$ cat src/rtl/hazard_ctl.sv
module hazard_ctl (
  input  logic [31:0] id_instr,
  input  logic        id_cond_met,
  input  logic [4:0]  ex_rs1,
  input  logic [4:0]  ex_rs2,
  input  logic [4:0]  ex_rd,
  input  logic        ex_we,
  input  logic        ex_load,
  input  logic [4:0]  mem_rd,
  input  logic        mem_we,
  input  logic        mem_load,
  input  logic [4:0]  wb_rd,
  input  logic        wb_we,
  output logic [1:0]  fwd_a,
  output logic [1:0]  fwd_b,
  output logic [1:0]  fwd_z,
  output logic        stall,
  output logic        bubble,
  output logic        redirect
);
  localparam logic [5:0] OP_RR  = 6'h00;
  localparam logic [5:0] OP_ST  = 6'h2B;
  localparam logic [5:0] OP_BZ  = 6'h04;
  localparam logic [5:0] OP_BNZ = 6'h05;
  localparam logic [5:0] OP_J   = 6'h02;
  localparam logic [5:0] OP_JL  = 6'h03;

  logic [5:0] op;
  logic [4:0] src1, src2;
  logic       reads1, reads2, is_br, load_use, br_wait;

  assign op     = id_instr[31:26];
  assign src1   = id_instr[25:21];
  assign src2   = id_instr[20:16];
  assign is_br  = (op == OP_BZ) || (op == OP_BNZ);
  assign reads1 = (op != OP_J) && (op != OP_JL);
  assign reads2 = (op == OP_RR) || (op == OP_ST);

  function automatic logic [1:0] pick(input logic [4:0] src);
    if (src != 5'd0 && mem_we && !mem_load && mem_rd == src) return 2'b01;
    if (src != 5'd0 && wb_we && wb_rd == src)                return 2'b10;
    return 2'b00;
  endfunction

  assign fwd_a = pick(ex_rs1);
  assign fwd_b = pick(ex_rs2);
  assign fwd_z = pick(src1);

  assign load_use = ex_load && ex_we && ex_rd != 5'd0 &&
                    ((reads1 && ex_rd == src1) || (reads2 && ex_rd == src2));
  assign br_wait  = is_br && src1 != 5'd0 &&
                    ((ex_we && ex_rd == src1) || (mem_load && mem_we && mem_rd == src1));

  assign stall    = load_use || br_wait;
  assign bubble   = stall;
  assign redirect = is_br && id_cond_met && !stall;

  always_comb begin
    p_redirect_hold_r10: assert (!(redirect && stall));
    p_zero_dest_r5: assert (!(fwd_a != 2'b00 && ex_rs1 == 5'd0) && !(fwd_b != 2'b00 && ex_rs2 == 5'd0));
    if (mem_we && !mem_load && mem_rd == ex_rs1 && ex_rs1 != 5'd0)
      p_younger_wins_r3: assert (fwd_a == 2'b01);
    if (ex_load && ex_we && ex_rd != 5'd0 && op == OP_RR && ex_rd == src2)
      p_load_use_r6: assert (stall && bubble);
    if (!is_br && !ex_load)
      p_no_stall_r7: assert (!stall);
  end
endmodule

$ cat config.mk
export PLATFORM = sky130hd
export DESIGN_NAME = hazard_ctl
export DESIGN_NICKNAME = d
export VERILOG_FILES = /design/src/rtl/hazard_ctl.sv
export SDC_FILE = /design/constraint.sdc
export NUM_CORES = 1
export LEC_CHECK = 0
export CORE_UTILIZATION = 30
export DETAILED_ROUTE_END_ITERATION = 10
export GPL_ROUTABILITY_DRIVEN = 0
export GPL_TIMING_DRIVEN = 0
export MAX_ROUTING_LAYER = met4
export PLACE_DENSITY = 0.84
export SYNTH_ARGS = -nofsm -noshare
export SYNTH_HDL_FRONTEND = slang
export SYNTH_SLANG_ARGS = --single-unit
$ cat constraint.sdc
create_clock -name vclk -period 1.7
set_input_delay 0.17 -clock vclk [all_inputs]
set_output_delay 0.17 -clock vclk [all_outputs]
set_load 0.03 [all_outputs]
After elaboration in Yosys (flattened, before gate mapping):

Cells that the tools add are included.

* output and inout bits: 9
* word-level logic and storage cells: 74
* bits in registers: 0

* reductions and logical operators: 40
* equality and inequality tests: 13
* mux-type cells: 21

Operators by type and width (number)
* == test 5 bit: 8
* logical AND 1 bit: 28
* 2-to-1 mux 2 bit: 12
* nonzero test 5 bit: 4
* == test 6 x 3 -> 1 bit, second input constant: 2
* != test 6 x 2 -> 1 bit, second input constant: 2
* 2-to-1 mux 1 bit: 9
* == test 6 bit, second input constant: 1
* logical NOT 6 bit: 1
* logical OR 1 bit: 5
* logical NOT 1 bit: 2

Longest topological paths before layout:

Gate-level depths: netlist of run 1.

* depth after elaboration: 8
* gate-level depth with buffers: 7

Worst setup path before layout of run 1:

Ideal clock, no wire load.

* path kind: input to output
* start point: input id_instr[27]
* end point: output stall
* setup slack: -0.303 ns
* stages: 4
* arrival time: 1.833 ns
* data required time: 1.530 ns
* cells stage by stage: or3_1 > or3b_2 > o22ai_1 > buf_4

* word-level cells in the longest chain between the ends: 6
* elaborated cells between the ends (all ways): 16

Ends and longest elaborated chain
* start: declaration: RTL line 2 `input logic [31:0] id_instr,`
* != test 6 x 2 -> 1 bit (tied with other cells): RTL line 36 `assign reads1 = (op != OP_J) && (op != OP_JL);`
* logical AND 1 bit / logical OR 1 bit (equally long branches): RTL line 36, 37
* logical AND 1 bit: RTL line 50 `((reads1 && ex_rd == src1) || (reads2 && ex_rd == src2));`
* logical OR 1 bit: RTL line 50
* logical AND 1 bit: RTL line 49 `assign load_use = ex_load && ex_we && ex_rd != 5'd0 &&`
* logical OR 1 bit (*): RTL line 54 `assign stall = load_use || br_wait;`
* end: declaration: RTL line 17 `output logic stall,`

Every way passes the cells marked *; elsewhere a longest branch is shown, timed or not.

Worst setup path after layout of run 1:

* start point: input id_instr[29]
* end point: output stall

The elaborated chain is that of the path after synthesis.

==> flow_summary.html, run 1 <==
<table>
<tr><th>Metric</th><th>Value</th></tr>
<tr><th colspan="2">Outcome</th></tr>
<tr><td>Run status</td><td>finished, final reports clean</td></tr>
<tr><th colspan="2">Final layout</th></tr>
<tr><td>Final std cells w/o fill</td><td>175</td></tr>
<tr><td>Clock tree buffer count of the final layout</td><td>0</td></tr>
<tr><td>Antenna Diode Count</td><td>0</td></tr>
<tr><td>Signed area change from the synthesized netlist to the final layout</td><td>94.4%</td></tr>
<tr><td>Seq cells</td><td>0</td></tr>
<tr><td>Total of fill cells in the finished design</td><td>195</td></tr>
<tr><td>Layout cell share with drive strength beyond 1</td><td>36.5%</td></tr>
<tr><td>Final net count</td><td>213</td></tr>
<tr><td>Storage cell area</td><td>0 µm²</td></tr>
<tr><th colspan="2">Setup path</th></tr>
<tr><td>Worst path arrival time</td><td>1500 ps</td></tr>
<tr><td>Maximum fanout count along the critical path</td><td>3</td></tr>
<tr><td>Worst-path cell chain</td><td>clkdlybuf4s15_1, or3_4, or3b_4, o22ai_2, buf_4, buf_6</td></tr>
<tr><td>Crit start category</td><td>input port</td></tr>
<tr><td>Critical path's slowest cell</td><td>sky130_fd_sc_hd__or3b_4</td></tr>
<tr><td>Crit path required time</td><td>1530 ps</td></tr>
<tr><td>Number of buffer and inverter instances along the worst setup path</td><td>3</td></tr>
<tr><td>Cell family with the largest share of critical-path delay</td><td>simple AND/OR/NAND/NOR gates</td></tr>
<tr><td>Capture point of the worst path</td><td>stall</td></tr>
<tr><td>Total number of cells along the worst setup path</td><td>6</td></tr>
<tr><td>Critical Path Start</td><td>id_instr[29]</td></tr>
<tr><td>Setup Crit Path Kind</td><td>input port to primary output</td></tr>
<tr><td>Endpoint class of the critical path</td><td>primary output</td></tr>
<tr><td>Largest stage delay on the critical path</td><td>390 ps</td></tr>
<tr><th colspan="2">Routing</th></tr>
<tr><td>ANT nets after route</td><td>0</td></tr>
<tr><td>Final wirelength</td><td>2.50 mm</td></tr>
<tr><td>Number of vias in the routed layout</td><td>881</td></tr>
<tr><td>DRC violations left</td><td>0</td></tr>
<tr><td>DR vias/cell</td><td>5.03</td></tr>
<tr><td>Pre-antenna DRT Iters</td><td>4</td></tr>
<tr><td>Routed wire length per instance</td><td>14.3 µm</td></tr>
<tr><td>1st-iter DRT viols</td><td>4</td></tr>
<tr><th colspan="2">Job</th></tr>
<tr><td>Max capacitance violation total</td><td>0</td></tr>
<tr><th colspan="2">Floorplan</th></tr>
<tr><td>Initial Utilization</td><td>33.0%</td></tr>
<tr><td>Total Die Area</td><td>2440 µm²</td></tr>
<tr><td>Placeable core area</td><td>2040 µm²</td></tr>
<tr><td>Total number of placement rows</td><td>16</td></tr>
<tr><td>I/O Pins</td><td>72</td></tr>
<tr><td>Die Span Y</td><td>49.4 µm</td></tr>
<tr><td>Die boundary width</td><td>49.4 µm</td></tr>
<tr><th colspan="2">Yosys</th></tr>
<tr><td>Seq/Total Area, Yosys</td><td>0%</td></tr>
<tr><td>Top cell types by occurrence after synthesis</td><td>35 x sky130_fd_sc_hd__xnor2_1, 7 x sky130_fd_sc_hd__nand2_1, 7 x sky130_fd_sc_hd__nand4_1, 5 x sky130_fd_sc_hd__xor2_1, 4 x sky130_fd_sc_hd__nor2_1</td></tr>
<tr><td>Library cell with the highest instance count after synthesis</td><td>sky130_fd_sc_hd__xnor2_1</td></tr>
<tr><td>Number of distinct library cells after synthesis</td><td>25</td></tr>
<tr><td>Top post-synthesis cells by area</td><td>sky130_fd_sc_hd__xnor2_1 45%, sky130_fd_sc_hd__nand4_1 6.5%, sky130_fd_sc_hd__xor2_1 6.5%, sky130_fd_sc_hd__nor4_2 5.6%, sky130_fd_sc_hd__nand2_1 3.9%</td></tr>
<tr><td>Post-synthesis area per instance</td><td>7.58 µm²</td></tr>
<tr><td>Area of the mapped netlist</td><td>674 µm²</td></tr>
<tr><td>Share of Yosys cell area claimed by the top area cell type</td><td>45.5%</td></tr>
<tr><td>Post-synthesis instance total</td><td>89</td></tr>
<tr><td>Cell type with the highest aggregate area in the netlist</td><td>sky130_fd_sc_hd__xnor2_1</td></tr>
<tr><td>Number of nets in the synthesized netlist</td><td>152</td></tr>
<tr><td>Yosys warnings</td><td>0</td></tr>
<tr><th colspan="2">Timing</th></tr>
<tr><td>Final count of negative-setup-slack endpoints</td><td>0</td></tr>
<tr><td>Final Hold Viols</td><td>0</td></tr>
<tr><td>Setup TNS</td><td>0 ps</td></tr>
<tr><td>Transition time at the pin with the least slew margin</td><td>293 ps</td></tr>
<tr><td>Unrepaired setup endpoints after global routing</td><td>yes</td></tr>
<tr><td>Maximum clock rate</td><td>600 MHz</td></tr>
<tr><td>Final count of pins violating max slew</td><td>0</td></tr>
<tr><td>Tmin final</td><td>1670 ps</td></tr>
<tr><td>Share of the cycle needed by the critical path after routing</td><td>98.0%</td></tr>
<tr><td>Rel. slew slack</td><td>80.3%</td></tr>
<tr><th colspan="2">Power</th></tr>
<tr><td>Pwr dens</td><td>212 nW/µm²</td></tr>
<tr><td>Total leakage power</td><td>0.000505 µW</td></tr>
<tr><td>Peak supply drop</td><td>109 µV</td></tr>
<tr><th colspan="2">GRT</th></tr>
<tr><td>Largest net degree at the start of global routing</td><td>6</td></tr>
<tr><td>Met1 track demand over resource</td><td>27.2%</td></tr>
<tr><td>M2 GR Usage</td><td>38.8%</td></tr>
<tr><td>Met3 Resource Use GR</td><td>2.49%</td></tr>
<tr><td>Total routing usage reported by global routing</td><td>22.0%</td></tr>
<tr><td>Vias in the first global route</td><td>930</td></tr>
<tr><td>Wire length of the first global-routing pass</td><td>4.20 mm</td></tr>
<tr><td>GR Overflow Total</td><td>0</td></tr>
<tr><td>Number of antenna violations at the first check in global routing</td><td>0</td></tr>
<tr><td>Busiest layer in global routing</td><td>met2</td></tr>
<tr><th colspan="2">Placed design</th></tr>
<tr><td>Placed insts</td><td>171</td></tr>
<tr><td>Post-detail-place hpwl</td><td>2.04 mm</td></tr>
<tr><td>I/O Buffers</td><td>55</td></tr>
<tr><th colspan="2">Clock network</th></tr>
<tr><td>CTS hold repair buffers</td><td>0</td></tr>
<tr><th colspan="2">Worst hold path</th></tr>
<tr><td>Hold Path Class</td><td>input port to primary output</td></tr>
</table>
-- how the worst min path moves through the flow --
stage                             from  endpoint  slack, ps  cells after the start
final                            wb_we  fwd_b[1]        790                      4
after global routing             wb_we  fwd_a[1]        810                      4
after CTS                    ex_rs2[2]  fwd_b[1]        820                      5
after detailed placement  id_instr[21]  fwd_z[0]       1320                      4
after global placement    id_instr[21]  fwd_z[0]       1310                      4
after floorplan            id_cond_met  redirect        470                      2
-- kinds of logic (layout without fill, tap and decap cells) --
logic type	after synthesis	after routing	synth area share (%)
buffers and inverters	3	62	2.23
XOR/XNOR	40	40	51.9
AND/OR/NAND/NOR	39	39	39.5
AO/OA/AOI/OAI	7	7	6.31
-- final cells by class --
cell class / count / area (µm²) / area share (%)
Buffer: 2 / 12.5 / 0.954
Inverter: 1 / 3.75 / 0.286
Multi-Input combinational cell: 86 / 767 / 58.5
Tap cell: 27 / 33.8 / 2.58
Timing Repair Buffer: 59 / 494 / 37.7
-- what timing repair did --
item,in CTS,in global routing
setup buffers,3,1
resized for setup,139,26
endpoints found under the setup margin,9,6
pin swaps,20,15
-- metal layers --
metal | part of all wire (%) | vias up
met3 | 3.7 | 2
met4 | 1.0 | 0
met1 | 44 | 411
li1 | - | 439
met5 | 0 | -
met2 | 51 | 29
-- where the power goes --
group / switching [µW] / internal [µW] / total (µW)
Sequential: 0 / 0 / 0
Combinational: 133 / 145 / 278
Clock: 0 / 0 / 0
-- per-stage QoR --
stage	power [µW]	setup slack (ps)	hold WS, ps	cell area, µm²	util (%)
6_report	278	33.4	785	1310	64.2
3_5_place_dp	289	-892	1320	1280	62.8
4_1_cts	276	-4.91	817	1310	64.0
5_1_grt	301	-7.47	810	1310	64.2
3_3_place_gp	283	-889	1310	1280	62.8
2_1_floorplan	123	-56.3	466	698	-
-- cell usage in the layout, fill, tap and decap left out --
cell	synthesis	routed
sky130_fd_sc_hd__nand4_1	7	7
sky130_fd_sc_hd__xor2_1	5	5
sky130_fd_sc_hd__o211ai_1	1	1
sky130_fd_sc_hd__a211oi_2	0	1
sky130_fd_sc_hd__dlygate4sd2_1	0	14
sky130_fd_sc_hd__o22ai_4	0	1
sky130_fd_sc_hd__or3b_4	0	1
sky130_fd_sc_hd__buf_6	0	4
sky130_fd_sc_hd__nor2_2	0	1
sky130_fd_sc_hd__or4_4	2	3
sky130_fd_sc_hd__buf_4	1	8
sky130_fd_sc_hd__o22ai_2	0	1
sky130_fd_sc_hd__nor4_4	0	3
sky130_fd_sc_hd__nor3b_2	1	1
sky130_fd_sc_hd__buf_2	0	10
sky130_fd_sc_hd__clkdlybuf4s15_1	0	7
sky130_fd_sc_hd__nand2_1	7	7
sky130_fd_sc_hd__nor3_4	0	1
sky130_fd_sc_hd__clkdlybuf4s15_2	0	3
sky130_fd_sc_hd__nor4_2	3	2
sky130_fd_sc_hd__inv_1	1	1
sky130_fd_sc_hd__nor2_4	2	2
sky130_fd_sc_hd__or3_4	0	1
sky130_fd_sc_hd__dlymetal6s2s_1	0	4
sky130_fd_sc_hd__nor2_1	4	3
sky130_fd_sc_hd__o21ai_0	1	1
sky130_fd_sc_hd__clkbuf_2	0	7
sky130_fd_sc_hd__xnor2_2	0	1
sky130_fd_sc_hd__xnor2_1	35	34
sky130_fd_sc_hd__a21oi_1	2	1
sky130_fd_sc_hd__a21oi_2	0	1
sky130_fd_sc_hd__nor3_2	1	1
sky130_fd_sc_hd__or4_1	3	2
sky130_fd_sc_hd__nand3_1	3	3
sky130_fd_sc_hd__clkdlybuf4s50_1	0	4
sky130_fd_sc_hd__nor2b_4	0	1
Note: power is estimated with default switching activity, not from simulation.
==> run 2: changes to the inputs <==
Settings changed: GPL_ROUTABILITY_DRIVEN 0 to default.
==> results of run 2 <==
Final layout, timing and power as in run 1 (identical DEF).
